`config.mk`:
```
export PLATFORM = sky130hd
export DESIGN_NAME = addr_window_validator
export DESIGN_NICKNAME = d
export VERILOG_FILES = /design/src/rtl/awv_pkg.sv /design/src/rtl/awv_region_eval.sv /design/src/rtl/awv_hit_select.sv /design/src/rtl/addr_window_validator.sv
export SDC_FILE = /design/constraint.sdc
export NUM_CORES = 2
export LEC_CHECK = 0
export ABC_AREA = 1
export BUFFER_PORTS_ARGS = -buffer_cell sky130_fd_sc_hd__buf_2
export CORE_ASPECT_RATIO = 0.6
export CORE_MARGIN = 1
export CORE_UTILIZATION = 25
export DETAILED_ROUTE_END_ITERATION = 6
export SYNTH_ARGS = -nofsm -noshare
export SYNTH_HDL_FRONTEND = slang
export SYNTH_SLANG_ARGS = --single-unit
```
`constraint.sdc`:
```
create_clock -name clk -period 2.6 [get_ports clk]
set_input_delay 0.13 -clock clk [delete_from_list [all_inputs] [get_ports clk]]
set_output_delay 0.13 -clock clk [all_outputs]
set_load 0.01 [all_outputs]
```
`src/rtl/awv_pkg.sv`:
```
package awv_pkg;
  typedef enum logic [1:0] {
    RK_MEM = 2'd0,
    RK_IO  = 2'd1,
    RK_ROM = 2'd2
  } region_kind_e;
endpackage

```
`src/rtl/awv_region_eval.sv`:
```
module awv_region_eval
  import awv_pkg::*;
#(
  parameter int ADDR_W        = 32,
  parameter int IO_SPACE_BITS = 16
) (
  input  logic [ADDR_W-1:0] cfg_val,
  input  logic [ADDR_W-1:0] cfg_size,
  input  region_kind_e      kind,
  input  logic              io_en,
  input  logic              mem_en,
  output logic              ok,
  output logic [ADDR_W-1:0] base,
  output logic [ADDR_W-1:0] last
);
  function automatic logic f_pow2(logic [ADDR_W-1:0] s);
    return (s != '0) && ((s & (s - 1'b1)) == '0);
  endfunction

  function automatic logic [ADDR_W-1:0] f_base(logic [ADDR_W-1:0] v, logic [ADDR_W-1:0] s);
    return v & ~(s - 1'b1);
  endfunction

  function automatic logic [ADDR_W-1:0] f_last(logic [ADDR_W-1:0] b, logic [ADDR_W-1:0] s);
    return b + (s - 1'b1);
  endfunction

  logic size_ok, enabled, span_ok, type_ok;

  always_comb begin
    base    = f_base(cfg_val, cfg_size);
    last    = f_last(base, cfg_size);
    size_ok = f_pow2(cfg_size);
    unique case (kind)
      RK_IO:   enabled = io_en;
      RK_ROM:  enabled = mem_en && cfg_val[0];
      default: enabled = mem_en;
    endcase
    span_ok = (last > base) && (base != '0);
    if (kind == RK_IO) type_ok = ((last >> IO_SPACE_BITS) == '0);
    else               type_ok = (last != '1);
    ok = size_ok && enabled && span_ok && type_ok;
  end
endmodule

```
`src/rtl/awv_hit_select.sv`:
```
module awv_hit_select #(
  parameter int NUM    = 7,
  parameter int ADDR_W = 32,
  localparam int IDX_W = $clog2(NUM)
) (
  input  logic                       clk,
  input  logic                       rst_n,
  input  logic [NUM-1:0]             valid,
  input  logic [NUM-1:0]             is_io,
  input  logic [NUM-1:0][ADDR_W-1:0] base,
  input  logic [NUM-1:0][ADDR_W-1:0] last,
  input  logic                       io_req,
  input  logic                       mem_req,
  input  logic [ADDR_W-1:0]          addr,
  output logic                       hit,
  output logic [IDX_W-1:0]           hit_idx
);
  logic [NUM-1:0] match;

  for (genvar g = 0; g < NUM; g++) begin : g_match
    assign match[g] = valid[g]
                    && ((is_io[g] && io_req) || (!is_io[g] && mem_req))
                    && (addr >= base[g]) && (addr <= last[g]);
  end

  always_comb begin
    hit     = 1'b0;
    hit_idx = '0;
    for (int i = NUM - 1; i >= 0; i--) begin
      if (match[i]) begin
        hit     = 1'b1;
        hit_idx = IDX_W'(i);
      end
    end
  end


  hit_has_req_chk: assert property (@(posedge clk) disable iff (!rst_n)
    hit |-> (io_req || mem_req));

  hit_region_valid_chk: assert property (@(posedge clk) disable iff (!rst_n)
    hit |-> valid[hit_idx]);
endmodule

```
`src/rtl/addr_window_validator.sv`:
```
module addr_window_validator
  import awv_pkg::*;
#(
  parameter int NUM_BARS      = 6,
  parameter int ADDR_W        = 32,
  parameter int IO_SPACE_BITS = 16,
  localparam int NUM_REGIONS  = NUM_BARS + 1,
  localparam int ROM_IDX      = NUM_REGIONS - 1,
  localparam int IDX_W        = $clog2(NUM_REGIONS)
) (
  input  logic                               clk,
  input  logic                               rst_n,
  input  logic                               remap,
  input  logic                               cmd_io_en,
  input  logic                               cmd_mem_en,
  input  logic [NUM_REGIONS-1:0][ADDR_W-1:0] reg_val,
  input  logic [NUM_REGIONS-1:0][ADDR_W-1:0] reg_size,
  input  logic [NUM_BARS-1:0]                reg_is_io,
  input  logic                               io_req,
  input  logic                               mem_req,
  input  logic [ADDR_W-1:0]                  req_addr,
  output logic [NUM_REGIONS-1:0]             win_valid,
  output logic [NUM_REGIONS-1:0][ADDR_W-1:0] win_base,
  output logic [NUM_REGIONS-1:0][ADDR_W-1:0] win_last,
  output logic [NUM_REGIONS-1:0]             win_changed,
  output logic                               hit,
  output logic [IDX_W-1:0]                   hit_idx
);
  // evaluated (next) window per region, brought out for the assertions
  logic [NUM_REGIONS-1:0]             nxt_ok;
  logic [NUM_REGIONS-1:0][ADDR_W-1:0] nxt_base, nxt_last;
  logic [NUM_REGIONS-1:0]             nxt_io;
  logic [NUM_REGIONS-1:0]             win_io_q;

  for (genvar g = 0; g < NUM_REGIONS; g++) begin : g_region
    region_kind_e kind;
    if (g == ROM_IDX) begin : g_rom
      assign kind = RK_ROM;
    end else begin : g_bar
      assign kind = reg_is_io[g] ? RK_IO : RK_MEM;
    end
    assign nxt_io[g] = (kind == RK_IO);

    awv_region_eval #(.ADDR_W(ADDR_W), .IO_SPACE_BITS(IO_SPACE_BITS)) u_eval (
      .cfg_val (reg_val[g]),
      .cfg_size(reg_size[g]),
      .kind    (kind),
      .io_en   (cmd_io_en),
      .mem_en  (cmd_mem_en),
      .ok      (nxt_ok[g]),
      .base    (nxt_base[g]),
      .last    (nxt_last[g])
    );
  end

  always_ff @(posedge clk or negedge rst_n) begin
    if (!rst_n) begin
      win_valid   <= '0;
      win_base    <= '0;
      win_last    <= '0;
      win_io_q    <= '0;
      win_changed <= '0;
    end else begin
      for (int i = 0; i < NUM_REGIONS; i++) begin
        win_changed[i] <= 1'b0;
        if (remap) begin
          win_valid[i]   <= nxt_ok[i];
          win_base[i]    <= nxt_ok[i] ? nxt_base[i] : '0;
          win_last[i]    <= nxt_ok[i] ? nxt_last[i] : '0;
          win_io_q[i]    <= nxt_io[i];
          win_changed[i] <= (nxt_ok[i] != win_valid[i])
                         || (nxt_ok[i] && ((nxt_base[i] != win_base[i])
                                        || (nxt_last[i] != win_last[i])));
        end
      end
    end
  end

  awv_hit_select #(.NUM(NUM_REGIONS), .ADDR_W(ADDR_W)) u_hit (
    .clk    (clk),
    .rst_n  (rst_n),
    .valid  (win_valid),
    .is_io  (win_io_q),
    .base   (win_base),
    .last   (win_last),
    .io_req (io_req),
    .mem_req(mem_req),
    .addr   (req_addr),
    .hit    (hit),
    .hit_idx(hit_idx)
  );

  for (genvar g = 0; g < NUM_REGIONS; g++) begin : g_chk

    win_span_chk: assert property (@(posedge clk) disable iff (!rst_n)
      win_valid[g] |-> (win_base[g] != '0) && (win_last[g] > win_base[g]));

    io_limit_chk: assert property (@(posedge clk) disable iff (!rst_n)
      (win_valid[g] && win_io_q[g]) |-> ((win_last[g] >> IO_SPACE_BITS) == '0));

    mem_top_chk: assert property (@(posedge clk) disable iff (!rst_n)
      (win_valid[g] && !win_io_q[g]) |-> (win_last[g] != '1));
  end


  rom_enable_bit_chk: assert property (@(posedge clk) disable iff (!rst_n)
    ($rose(win_valid[ROM_IDX]) && $past(remap)) |-> $past(reg_val[ROM_IDX][0]));

  hold_without_remap_chk: assert property (@(posedge clk) disable iff (!rst_n)
    !remap |=> ($stable(win_valid) && $stable(win_base) && $stable(win_last)));

  changed_after_remap_chk: assert property (@(posedge clk) disable iff (!rst_n)
    (win_changed != '0) |-> $past(remap));
endmodule

```
Word level (Yosys, flattened, before mapping). Index checks and enable logic that the tools add are counted.

Add/subtract/negate cells: 14. Magnitude comparators: 21. Equal/unequal tests: 40. Muxes and demuxes: 53. Bitwise gates (word level): 21. Reductions and logical operators: 135.

Operator list (count): 32-bit bitwise AND (14); 32-bit 2-to-1 mux (14); 32-bit != test (14); 32-bit nonzero test (14); 32-bit logical NOT (13); 32-bit adder (7); 32-bit greater-or-equal comparator (7); 32-bit greater-than comparator (7); 32-bit <= comparator (7); 32-bit != test, second input constant (7); 32-bit NOT (7); 32-bit by 1-bit subtractor with 32-bit output, second input constant (7); 1-bit logical AND (82); 1-bit 2-to-1 mux (26); 3-bit 2-to-1 mux (7); 1-bit logical OR (20); 1-bit by 2-bit == test with 1-bit output, second input constant (6); 1-bit case mux with 2 select lines (6); 1-bit != test (7); 1-bit == test, second input constant (6); 1-bit logical NOT (6).

Register bits: 468. Input port bits: 493. Output and inout port bits: 466. Word-level logic and storage cells: 301.

Logic depth before layout (Yosys ltp).
Word-level depth: 12. Depth in mapped cells: 37. Gate-level depth less buffers: 37.

Cells and area by module. Synthesis repeated with hierarchy kept, for this count alone.

Cells, all modules: 9437. Area, all modules: 58541.1 um^2.

By module, submodules not included: addr_window_validator (instances 1, cells each 3496, area each 24688.7 um^2, seq. area each 11711.2 um^2); awv_hit_select (instances 1, cells each 1907, area each 11893.9 um^2, seq. area each 0.0 um^2); awv_region_eval (g_region[0].u_eval ...) (instances 3, cells each 584, area each 3165.5 um^2, seq. area each 0.0 um^2); awv_region_eval (g_region[3].u_eval ...) (instances 3, cells each 572, area each 3111.7 um^2, seq. area each 0.0 um^2); awv_region_eval (g_region[6].u_eval) (instances 1, cells each 566, area each 3126.7 um^2, seq. area each 0.0 um^2).

Worst setup path after synthesis. No wires, ideal clock.

Kind: input -> register. Start: in reg_size[1] in the netlist's numbering. End: reg win_last[27] in the netlist's numbering. Setup time: 0.118 ns. Data arrival time: 3.839 ns. Data required time: 2.482 ns. Path slack: -1.357 ns. Stages: 31. Path buffers: 2. Cells stage by stage: inv_1 ha_1 nand2_1 nor2_1 nand3_1 nor2_1 inv_1 nor2_1 inv_1 nor2_1 nand3_1 or3_1 ha_1 inv_1 nor2_1 nand2_1 nand2_1 inv_1 ha_1 nand2_1 nor2_1 nand2_1 nor4_1 nand4_1 o21ai_0 nor2_1 and2_1 buf_6 buf_6 nand4_1 nand2_1.

Cells in the longest elaborated chain, start to end: 9. Elaborated cells on any way between the ends: 18. Those cells by class: 2 x add/sub; 1 x order compare; 1 x eq/ne; 2 x mux; 3 x bitwise; 9 x reduce/logical.

RTL lines: start: declaration (line addr_window_validator.sv:17) `input logic [NUM_REGIONS-1:0][ADDR_W-1:0] reg_size,`; 32-bit by 1-bit subtractor with 32-bit output (line awv_region_eval.sv:17, awv_region_eval.sv:21, awv_region_eval.sv:25); 32-bit NOT (line awv_region_eval.sv:21) `return v & ~(s - 1'b1);`; 32-bit bitwise AND (line awv_region_eval.sv:21); 32-bit adder (line awv_region_eval.sv:25) `return b + (s - 1'b1);`; 32-bit greater-than comparator (line awv_region_eval.sv:39) `span_ok = (last > base) && (base != '0);`; 1-bit logical AND (line awv_region_eval.sv:39); 1-bit logical AND (2 in a row) (line awv_region_eval.sv:42) `ok = size_ok && enabled && span_ok && type_ok;`; 32-bit 2-to-1 mux * (line addr_window_validator.sv:69) `win_last[i] <= nxt_ok[i] ? nxt_last[i] : '0;`; end signal: indexed assignment (line addr_window_validator.sv:69); end: declaration (line addr_window_validator.sv:24) `output logic [NUM_REGIONS-1:0][ADDR_W-1:0] win_last,`.

Mark *: on every way between the ends. The rest lies on a longest branch, timed or not. A chain may end at the register's enable or synchronous reset.

Final worst setup path.
Start: in reg_size[33] in the netlist's numbering. End: reg win_last[42] in the netlist's numbering.

Same word-level chain as after synthesis.

==> flow_summary.json <==
{
  "period_share": 1.44,
  "place_ws_ps": -1730,
  "cts_sinks": 468,
  "ant_nets": 0,
  "p_seq_frac": 0.268,
  "start_util": 0.252,
  "drtIter0Drc": 8993,
  "clk_pin_slew_worst_paths_ps": 60,
  "crit_type": "in2reg",
  "first_pass_iters": 6,
  "skew_ps": 37.4,
  "period_minus_slack_ps": 3740,
  "die_h_um": 370,
  "synth_area_per_cell_um2": 6.55,
  "outcome": "finished with violations",
  "setup_viol": 466,
  "hold_viol_final": 0,
  "synthArstFlopShare": 1.00,
  "ys_seq_area_frac": 0.208,
  "grt_pass1_wl_um": 485000,
  "grt.total_usage": 0.294,
  "power_switching_share": 0.367,
  "clock_path_buffers": 3,
  "synth-seq-cells": 468,
  "areaGrowthSynthToFinish_pct": 60.0,
  "critPathCaptureType": "register",
  "regArea_um2": 11700,
  "finalWeightedCongestion": 1.05,
  "cts-root-buf": "clkbuf_16",
  "arrival_ps": 4270,
  "drc": 0,
  "syn_area_um2": 56400,
  "die_area_um2": 228000,
  "n_fill_cell": 23200,
  "ys_types": 62,
  "hpwl_um": 287000,
  "violations": "setup timing",
  "num_rows": 134,
  "numCtsBuffers": 66,
  "layout_commonest_cell": "nand2_1",
  "synth_warnings": 0,
  "p_leak_nw": 47.5,
  "grt_pass1_vias": 66700,
  "synth_top_area_frac": 0.208,
  "vias": 74000,
  "cts_htree_levels": 3,
  "intPower_mw": 17.3,
  "fin_ws_ps": -1140,
  "grt_max_degree": 66,
  "min_path_type": "in2reg",
  "cts_tree": "built",
  "die_w_um": 615,
  "worstPathMaxFanout": 8,
  "antenna_found_initial": 84,
  "timing.fmax_mhz": 268,
  "portBuffers": 958,
  "worstMarginPinSlew_ps": 1020,
  "syn_inst": 8613,
  "synth_edf_count": 0,
  "grt_overflow": 0,
  "io_pins": 959,
  "yosysTopAreaCell": "dfrtp_1",
  "multiInputGateArea_um2": 42000,
  "cp-start-kind": "input pin",
  "synthTopCellsByArea": "dfrtp_1 21%, ha_1 20%, nand2_1 17%",
  "nets": 13200,
  "wl_per_cell_um": 23.7,
  "power.switching_mw": 10.0,
  "rsz0062_at_grt": "true",
  "worstSkewPairLatency_ps": 680,
  "timing.slew.headroom": 0.316,
  "drive_gt1_frac": 0.347,
  "most-common-layout-cells": "2511 x nand2_1, 1931 x buf_4, 1184 x inv_1",
  "worst_ep_required_time_ps": 3140,
  "peakVddDrop_v": 0.000428,
  "holdWs_ps": 38.8,
  "coreArea_um2": 223000,
  "wl_um": 352000,
  "drv_slew": 0,
  "power.density_nw_per_um2": 302,
  "p_comb_frac": 0.356,
  "synth-main-ff-cell": "dfrtp_1",
  "viasPerCell": 4.98,
  "cap_violations": 0,
  "power_frac_clock": 0.377
}
-- cells by family (layout without fill, tap and decap cells) --
kind of cell	Yosys count	in the layout	synth area share
compound gates	773	773	0.0809
flops	468	468	0.208
buf+inv	1495	4716	0.107
fa+ha+maj	903	903	0.200
xor+xnor	162	162	0.0276
other cells	1	40	0.0000665
simple gates	4811	4812	0.376
-- layer usage --
metal	share of wire	GRT usage	wire length [um]	up-vias
met5	0.00083	0	293	-
met4	0.055	0.128	19200	44
met3	0.11	0.0767	39900	618
met2	0.39	0.412	138000	4149
met1	0.44	0.419	154000	34400
li1	-	-	-	34800
-- stage by stage --
step	setup TNS, ps	cells	power (mW)	instance area, um2	util
2_1_floorplan	-391870	8619	11.1	57100	-
4_1_cts	-315510	14800	26.9	88300	0.395
5_1_grt	-446380	14900	28.4	90200	0.404
3_5_place_dp	-739150	14300	16.1	80300	0.359
3_3_place_gp	-713660	14300	16.1	80300	0.359
6_report	-383870	14900	27.3	90200	0.404
-- path summary, 6_finish.rpt --
check                                         start                   endpoint  slack (ps)  cells past startpoint
max in group asynchronous                     rst_n   win_base[86]$_DFFE_PN0P_        1640                      4
max reg2reg                win_last[77]$_DFFE_PN0P_   win_changed[2]$_DFF_PN0_         180                     15
max                                    reg_size[33]   win_last[42]$_DFFE_PN0P_       -1140                     27
min in group asynchronous                     rst_n  win_last[205]$_DFFE_PN0P_          60                      2
min reg2reg                 win_io_q[5]$_DFFE_PN0P_    win_io_q[5]$_DFFE_PN0P_         490                      2
min                                     reg_val[94]   win_base[94]$_DFFE_PN0P_          40                      5
-- sequential cells by signal, indices dropped and copies added, names as in the netlist --
name and count:
win_changed 7, win_base 224, win_valid 7, win_io_q 6, win_last 224
-- cells in the mapped netlist, types with 14 or more instances --
| cell type | instances |
|---|---|
| a21oi_1 | 358 |
| buf_1 | 17 |
| buf_2 | 24 |
| buf_4 | 14 |
| buf_6 | 45 |
| clkbuf_1 | 75 |
| dfrtp_1 | 468 |
| ha_1 | 903 |
| inv_1 | 1266 |
| inv_2 | 53 |
| nand2_1 | 2618 |
| nand2_2 | 72 |
| nand3_1 | 461 |
| nand3b_1 | 24 |
| nand4_1 | 562 |
| nor2_1 | 746 |
| nor2_2 | 24 |
| nor2_4 | 18 |
| nor3_1 | 101 |
| nor4_1 | 109 |
| o211ai_1 | 22 |
| o21a_1 | 21 |
| o21ai_0 | 198 |
| o21ai_1 | 25 |
| o21ai_2 | 31 |
| o22ai_1 | 24 |
| o22ai_2 | 38 |
| or2_2 | 19 |
| xnor2_1 | 15 |
| xor2_1 | 133 |
-- power by group through the flow --
stage          clock (mW)  sequential [mW]  combinational, mW
2_1_floorplan           0             7.43               3.68
3_5_place_dp            0             7.43               8.64
5_1_grt              10.6             7.29               10.5
4_1_cts              10.4             7.30               9.15
6_report             10.3             7.30               9.70
3_3_place_gp            0             7.43               8.62
-- critical path: stages --
cell     delay (ps)
buf_12          110
buf_6           110
nor2_4           90
inv_2            50
nor2_4          110
nand2_2          90
nor3_4          210
nand2_1         110
nor3_2          170
buf_4           170
nand4_1         170
nor2_4          250
nand3_2         130
ha_4            300
nand2_4          90
buf_6           110
nand4_1         130
nor4_4          400
nand4_1         280
nor2_2          210
nand3_2         120
and2_4          210
buf_6           130
buf_12          130
buf_12          130
nand4_1          70
nand2_1          50
-- final cells by class --
cell class	instances	share of cell area
Antenna cell	33	0.000915
Clock buffer	87	0.0206
Clock inverter	33	0.00472
Inverter	1320	0.0559
Multi-Input combinational cell	6657	0.466
Sequential cell	468	0.130
Tap cell	2992	0.0415
Timing Repair Buffer	3276	0.281
-- repair_timing --
item | 4_1_cts | 5_1_grt
buffers inserted | 169 | 68
endpoints found under the hold margin | 565 | 0
gates cloned | 38 | 7
pin swaps | 170 | 251
resized for setup | 425 | 450
hold buffers | 166 | 0
endpoints found under the setup margin | 466 | 466
No activity file was read; power rests on OpenSTA's default activity.
